**config.mk**
```make
export PLATFORM = sky130hd
export DESIGN_NAME = mel_tone_gen
export DESIGN_NICKNAME = d
export VERILOG_FILES = /design/src/rtl/mel_pkg.sv /design/src/rtl/mel_duty.sv /design/src/rtl/mel_step.sv /design/src/rtl/mel_tone_gen.sv
export SDC_FILE = /design/constraint.sdc
export NUM_CORES = 1
export LEC_CHECK = 0
export BUFFER_PORTS_ARGS = -buffer_cell sky130_fd_sc_hd__buf_2
export CAP_MARGIN = 5
export CORE_UTILIZATION = 25
export CTS_BUF_LIST = sky130_fd_sc_hd__clkbuf_8
export DETAILED_ROUTE_END_ITERATION = 10
export GPL_ROUTABILITY_DRIVEN = 0
export PLACE_DENSITY = 0.42
export SLEW_MARGIN = 20
export SYNTH_ARGS = -nofsm -noshare
export SYNTH_HDL_FRONTEND = slang
export SYNTH_HIERARCHICAL = 1
export SYNTH_SLANG_ARGS = --single-unit
export TNS_END_PERCENT = 10
```
**constraint.sdc**
```tcl
create_clock -name clk_i -period 3.7 [get_ports clk_i]
set_input_delay 0.185 -clock clk_i [delete_from_list [all_inputs] [get_ports clk_i]]
set_output_delay 0.185 -clock clk_i [all_outputs]
set_load 0.01 [all_outputs]
```
**src/rtl/mel_pkg.sv**
```systemverilog
package mel_pkg;

  localparam int unsigned TONE_W = 4;
  localparam logic [TONE_W-1:0] CODE_STOP = 4'd1;
  localparam logic [TONE_W-1:0] TONE_LO   = 4'd2;
  localparam logic [TONE_W-1:0] TONE_HI   = 4'd13;

  // phase length per tone code, one nibble per code, code 0 in the low nibble
  localparam logic [63:0] LEN_PH0 = 64'h00EEDCBBA9988700;
  localparam logic [63:0] LEN_PH1 = 64'h00FEDDCBBA998800;
  localparam logic [63:0] LEN_PH2 = 64'h00FEDCCBAA998800;
  localparam logic [63:0] LEN_PH3 = 64'h00FEEDCBBAA99800;

  typedef struct packed {
    logic              long_note;
    logic              oct;
    logic [TONE_W-1:0] tone;
  } mel_cmd_t;

  function automatic logic [3:0] phase_len(input logic [1:0] phase, input logic [TONE_W-1:0] code);
    logic [5:0] sel;
    sel = {code, 2'b00};
    case (phase)
      2'd0:    phase_len = LEN_PH0[sel +: 4];
      2'd1:    phase_len = LEN_PH1[sel +: 4];
      2'd2:    phase_len = LEN_PH2[sel +: 4];
      default: phase_len = LEN_PH3[sel +: 4];
    endcase
  endfunction

endpackage

```
**src/rtl/mel_duty.sv**
```systemverilog
module mel_duty
  import mel_pkg::*;
#(
  parameter int unsigned CNT_W = 5
) (
  input  logic              clk_i,
  input  logic              rst_ni,
  input  logic              tick_i,
  input  logic              clr_i,
  input  logic              active_i,
  input  logic [TONE_W-1:0] tone_i,
  input  logic              oct_i,
  output logic [1:0]        phase_o
);

  logic [CNT_W-1:0] cnt_q, cnt_inc, limit;
  logic [1:0]       phase_q;

  always_comb begin
    limit = CNT_W'(phase_len(phase_q, tone_i));
    if (!oct_i) limit = limit << 1;
    cnt_inc = cnt_q + 1'b1;
  end

  always_ff @(posedge clk_i or negedge rst_ni) begin
    if (!rst_ni) begin
      cnt_q   <= '0;
      phase_q <= '0;
    end else if (clr_i) begin
      cnt_q   <= '0;
      phase_q <= '0;
    end else if (tick_i && active_i) begin
      if (cnt_inc >= limit) begin
        cnt_q   <= '0;
        phase_q <= phase_q + 2'd1;
      end else begin
        cnt_q <= cnt_inc;
      end
    end
  end

  assign phase_o = phase_q;

endmodule

```
**src/rtl/mel_step.sv**
```systemverilog
module mel_step #(
  parameter int unsigned ADDR_W = 8,
  parameter int unsigned STEP_W = 5
) (
  input  logic              clk_i,
  input  logic              rst_ni,
  input  logic              tick_i,
  input  logic              step_hit_i,
  input  logic              long_i,
  input  logic              load_i,
  input  logic [ADDR_W-1:0] load_addr_i,
  output logic [ADDR_W-1:0] addr_o
);

  localparam logic [STEP_W-1:0] MASK_LONG  = '1;
  localparam logic [STEP_W-1:0] MASK_SHORT = MASK_LONG >> 1;

  logic [STEP_W-1:0] step_q, step_nxt;
  logic [ADDR_W-1:0] addr_q;

  assign step_nxt = (step_q + 1'b1) & (long_i ? MASK_LONG : MASK_SHORT);

  always_ff @(posedge clk_i or negedge rst_ni) begin
    if (!rst_ni) begin
      step_q <= '0;
      addr_q <= '0;
    end else if (load_i) begin
      step_q <= '0;
      addr_q <= load_addr_i;
    end else if (tick_i && step_hit_i) begin
      step_q <= step_nxt;
      if (step_nxt == '0) addr_q <= addr_q + 1'b1;
    end
  end

  assign addr_o = addr_q;

endmodule

```
**src/rtl/mel_tone_gen.sv**
```systemverilog
module mel_tone_gen
  import mel_pkg::*;
#(
  parameter int unsigned ADDR_W = 8,
  parameter int unsigned DIV_W  = 15,
  parameter logic [DIV_W-1:0] STEP_MASK = DIV_W'(8'h7F)
) (
  input  logic              clk_i,
  input  logic              rst_ni,
  input  logic              tick_i,
  input  logic [DIV_W-1:0]  div_i,
  input  logic              load_i,
  input  logic [ADDR_W-1:0] start_addr_i,
  input  logic              en_we_i,
  input  logic              en_i,
  output logic [ADDR_W-1:0] rom_addr_o,
  input  logic [5:0]        rom_cmd_i,
  output logic              piezo_o,
  output logic              stop_o
);

  localparam int unsigned CNT_W = 5;

  mel_cmd_t   cmd;
  logic       tone_on, step_hit, out_bit;
  logic       en_q, stop_q, piezo_q;
  logic [1:0] phase;

  assign cmd      = mel_cmd_t'(rom_cmd_i);
  assign tone_on  = (cmd.tone >= TONE_LO) && (cmd.tone <= TONE_HI);
  assign step_hit = (div_i & STEP_MASK) == '0;

  mel_duty #(.CNT_W(CNT_W)) u_duty (
    .clk_i   (clk_i),
    .rst_ni  (rst_ni),
    .tick_i  (tick_i),
    .clr_i   (load_i),
    .active_i(tone_on),
    .tone_i  (cmd.tone),
    .oct_i   (cmd.oct),
    .phase_o (phase)
  );

  mel_step #(.ADDR_W(ADDR_W), .STEP_W(5)) u_step (
    .clk_i      (clk_i),
    .rst_ni     (rst_ni),
    .tick_i     (tick_i),
    .step_hit_i (step_hit),
    .long_i     (cmd.long_note),
    .load_i     (load_i),
    .load_addr_i(start_addr_i),
    .addr_o     (rom_addr_o)
  );

  assign out_bit = tone_on & phase[0] & en_q;

  always_ff @(posedge clk_i or negedge rst_ni) begin
    if (!rst_ni) begin
      en_q    <= 1'b0;
      stop_q  <= 1'b0;
      piezo_q <= 1'b0;
    end else begin
      if (en_we_i) en_q <= en_i;
      if (load_i) begin
        stop_q <= 1'b0;
      end else if (tick_i) begin
        if (cmd.tone == CODE_STOP) stop_q <= 1'b1;
        if (out_bit != piezo_q) piezo_q <= out_bit;
      end
    end
  end

  assign piezo_o = piezo_q;
  assign stop_o  = stop_q;

endmodule

```
==> flow_summary.ini <==
[clock_tree]
clk_latency_ns = 0.27
clockRootBuffer = clkbuf_8
cts_setup_buffers = 0
cts_buffers = 3
cts.htree.levels = 1
cts.sinks = 23
cts_buffer_depth = 2
path_clk_slew_ns = 0.08
cts_tree = done

[synth]
ys_seq_area_share_pct = 35.1
synth.most_common_cell = dfrtp_1
synth_edf_count = 0
syn_nets = 234
syn_inst = 187
synthFlopType = dfrtp_1
synth_cell_types = 47
ys_ff_latch = 23
yosys.area.top_type = dfrtp_1
synth_top_area_share_pct = 35.1
synth.avg_cell_area_um2 = 8.77
synth_area_leaders = dfrtp_1 35%, ha_1 9.2%, nor2_1 4.1%, o21ai_0 4.0%, a21oi_1 3.7%
async_reset_ff_share_pct = 100
ys_warn_count = 6
yosys-top-cells-count = 23 x dfrtp_1, 18 x nor2_1, 16 x nand2_1
syn_area_um2 = 1640

[critical_path]
crit_path_cell_trace = inv_1 > ha_1 > mux2_4 > a311oi_1 > o21ai_1 > and2_1 > ha_1 > nor2b_1 > o21ai_0 > a31oi_1 > and2b_1 > mux2_2
crit_path_end_kind = flop
crit_path_top_delay_cell = dfrtp_1
slowest_delay_ns = 0.41
cp_top_family = compound AO/OA/AOI/OAI gates
reg2reg_from = u_duty/phase_o[0]
crit_buf_inv = 1
cp.arrival_ns = 3.04
reg2reg_slack_ns = 0.82
crit_path_frequent_cell = ha_1
worstRegToRegCells = 12
worstReg2RegEnd = u_duty/cnt_q[0]
worstPathRequired_ns = 3.86
worstPathMaxFanout = 5
critPathKind = flop to flop
start_kind = flop

[timing]
fmax_mhz = 348
finalCritPeriodShare_pct = 77.8
finalSetupTns_ns = 0
rsz0062_at_grt = false
finalCriticalPeriod_ns = 2.88
hold_viol_final = 0
finalSetupViolations = 0
finalMaxSlewViolations = 0
tightest_slew_ns = 0.569
setup_slack_ns = 0.823
finalClockSkew_ns = 0.00297
maxSlewHeadroom_pct = 62.1

[die]
rows = 29
coreArea_um2 = 6350
dieArea_um2 = 6880
chipWidth_um = 83.0
die_h_um = 83.0
start_util_pct = 25.8
ioPinCount = 45

[detailed_routing]
wirelength_met1_mm = 1.92
firstDrtPassIters = 4
drt_iter0_drc = 58
top_layer = met4
routed_wl_mm = 3.69
met3_length_um = 112
met2WireLength_mm = 1.65
vias = 1462
wl_per_cell_um = 12.4
viasPerCell = 4.89
drc_errors = 0
antenna_left = 0

[place]
dp_slack_ns = 0.797
io_buffer_count = 36
place_hpwl_mm = 2.74

[min_path]
hold_path_class = input port to flop
min_to = u_step/addr_o[0]
worstHoldStart = start_addr_i[0]
worstHoldPathCells = 3

[pwr]
leakagePower_nw = 0.867
ir_drop_mv = 0.181
switching_share_pct = 34.7
p_int_uw = 471
combPwrFrac_pct = 35.6
cellPowerDensity_nw_per_um2 = 374
p_seq_share_pct = 42.7
power_switching_uw = 251
power_frac_clock_pct = 21.7

[cells_and_area]
nNetsFinal = 270
synthToLayoutAreaGrowth_pct = 17.9
nFillCells = 685
drive_gt1_share_pct = 21.6
antenna_cells = 0

[global_routing]
grt_overflow = 0
track_usage_pct = 11.2
grt_max_degree = 24
antenna_found_initial = 0
grt_pass1_vias = 1368
grt_pass1_wl_mm = 6.40

[run_status]
outcome = complete, no violations

[flow_run]
maxCapViolCount = 0
-- cells in the final DEF (no fill, tap or decap), drive strengths merged, types with 2 or more instances in the layout --
master / count
buf: 36
nand2b: 4
nand4: 3
a22o: 4
or4: 4
and2: 2
nand2: 16
xor2: 5
nor3: 5
ha: 12
inv: 8
a31oi: 7
nor2: 18
mux2i: 3
dfrtp: 23
o31ai: 2
a21oi: 12
o21ai: 15
clkbuf: 3
mux2: 3
or3: 5
nand3: 10
nor2b: 2
xnor2: 2
-- worst max-delay path by stage --
stage / from / end / slack [ns] / cells after the start
5_1_grt: u_duty/phase_o[0] / u_duty/cnt_q[0] / 0.56 / 12
3_5_place_dp: u_duty/phase_o[0] / u_duty/cnt_q[0] / 0.80 / 12
3_3_place_gp: u_duty/phase_o[0] / u_duty/cnt_q[0] / 0.82 / 12
4_1_cts: u_duty/phase_o[0] / u_duty/cnt_q[0] / 0.77 / 12
2_1_floorplan: u_duty/phase_o[0] / u_duty/cnt_q[0] / 1.17 / 12
6_report: u_duty/phase_o[0] / u_duty/cnt_q[0] / 0.82 / 12
-- registers in the layout (all words and copies together) (netlist names) --
register / count
en_q: 1
piezo_o: 1
stop_o: 1
u_duty/cnt_q: 5
u_duty/phase_o: 2
u_step/addr_o: 8
u_step/step_q: 5
-- routing by layer --
metal | track usage, % | up-vias
met3 | 2.19 | 2
met2 | 17.2 | 30
met1 | 15.9 | 663
met5 | 0 | -
li1 | - | 767
met4 | 2.82 | 0
-- layout make-up --
cell class / instances / area, µm² / share of cell area [%]
Inverter: 7 / 26.3 / 1.36
Sequential cell: 23 / 576 / 29.8
Tap cell: 77 / 96.3 / 4.99
Timing Repair Buffer: 37 / 190 / 9.84
Clock inverter: 1 / 3.75 / 0.194
Multi-Input combinational cell: 151 / 998 / 51.7
Clock buffer: 3 / 41.3 / 2.14
-- timing repair --
action / 4_1_cts / 5_1_grt
hold buffers: 1 / 0
resized for setup: 0 / 0
endpoints found under the hold margin: 23 / 0
-- power by group through the flow --
stage	Sequential (mW)	Clock [mW]	Combinational, mW
2_1_floorplan	0.312	0	0.181
3_3_place_gp	0.314	0	0.260
3_5_place_dp	0.313	0	0.260
4_1_cts	0.309	0.169	0.263
5_1_grt	0.314	0.175	0.299
6_report	0.308	0.157	0.257
-- cells by family after synthesis --
logic type	share of synthesized area [%]
flops	35.1
fa+ha+maj	9.16
buf+inv	3.97
xor+xnor	3.74
simple gates	23.8
compound gates	20.1
mux	4.12
-- worst reg2reg max path, cell delays in order, from the launching register on --
cell      delay, ns
dfrtp_1        0.41
inv_1          0.10
ha_1           0.23
mux2_4         0.28
a311oi_1       0.29
o21ai_1        0.13
and2_1         0.18
ha_1           0.27
nor2b_1        0.04
o21ai_0        0.18
a31oi_1        0.16
and2b_1        0.24
mux2_2         0.27
-- metrics by stage --
step	hold slack [ns]	utilization (%)	std cells	power, mW	area (µm²)
global route	0.136	30.4	299	0.788	1930
global placement	0.208	29.6	294	0.574	1880
detailed placement	0.215	29.6	294	0.573	1880
floorplan	-0.111	-	187	0.493	1640
CTS	0.121	30.4	299	0.741	1930
finish	0.122	30.4	299	0.722	1930
Power figures use the tool's default switching activity.
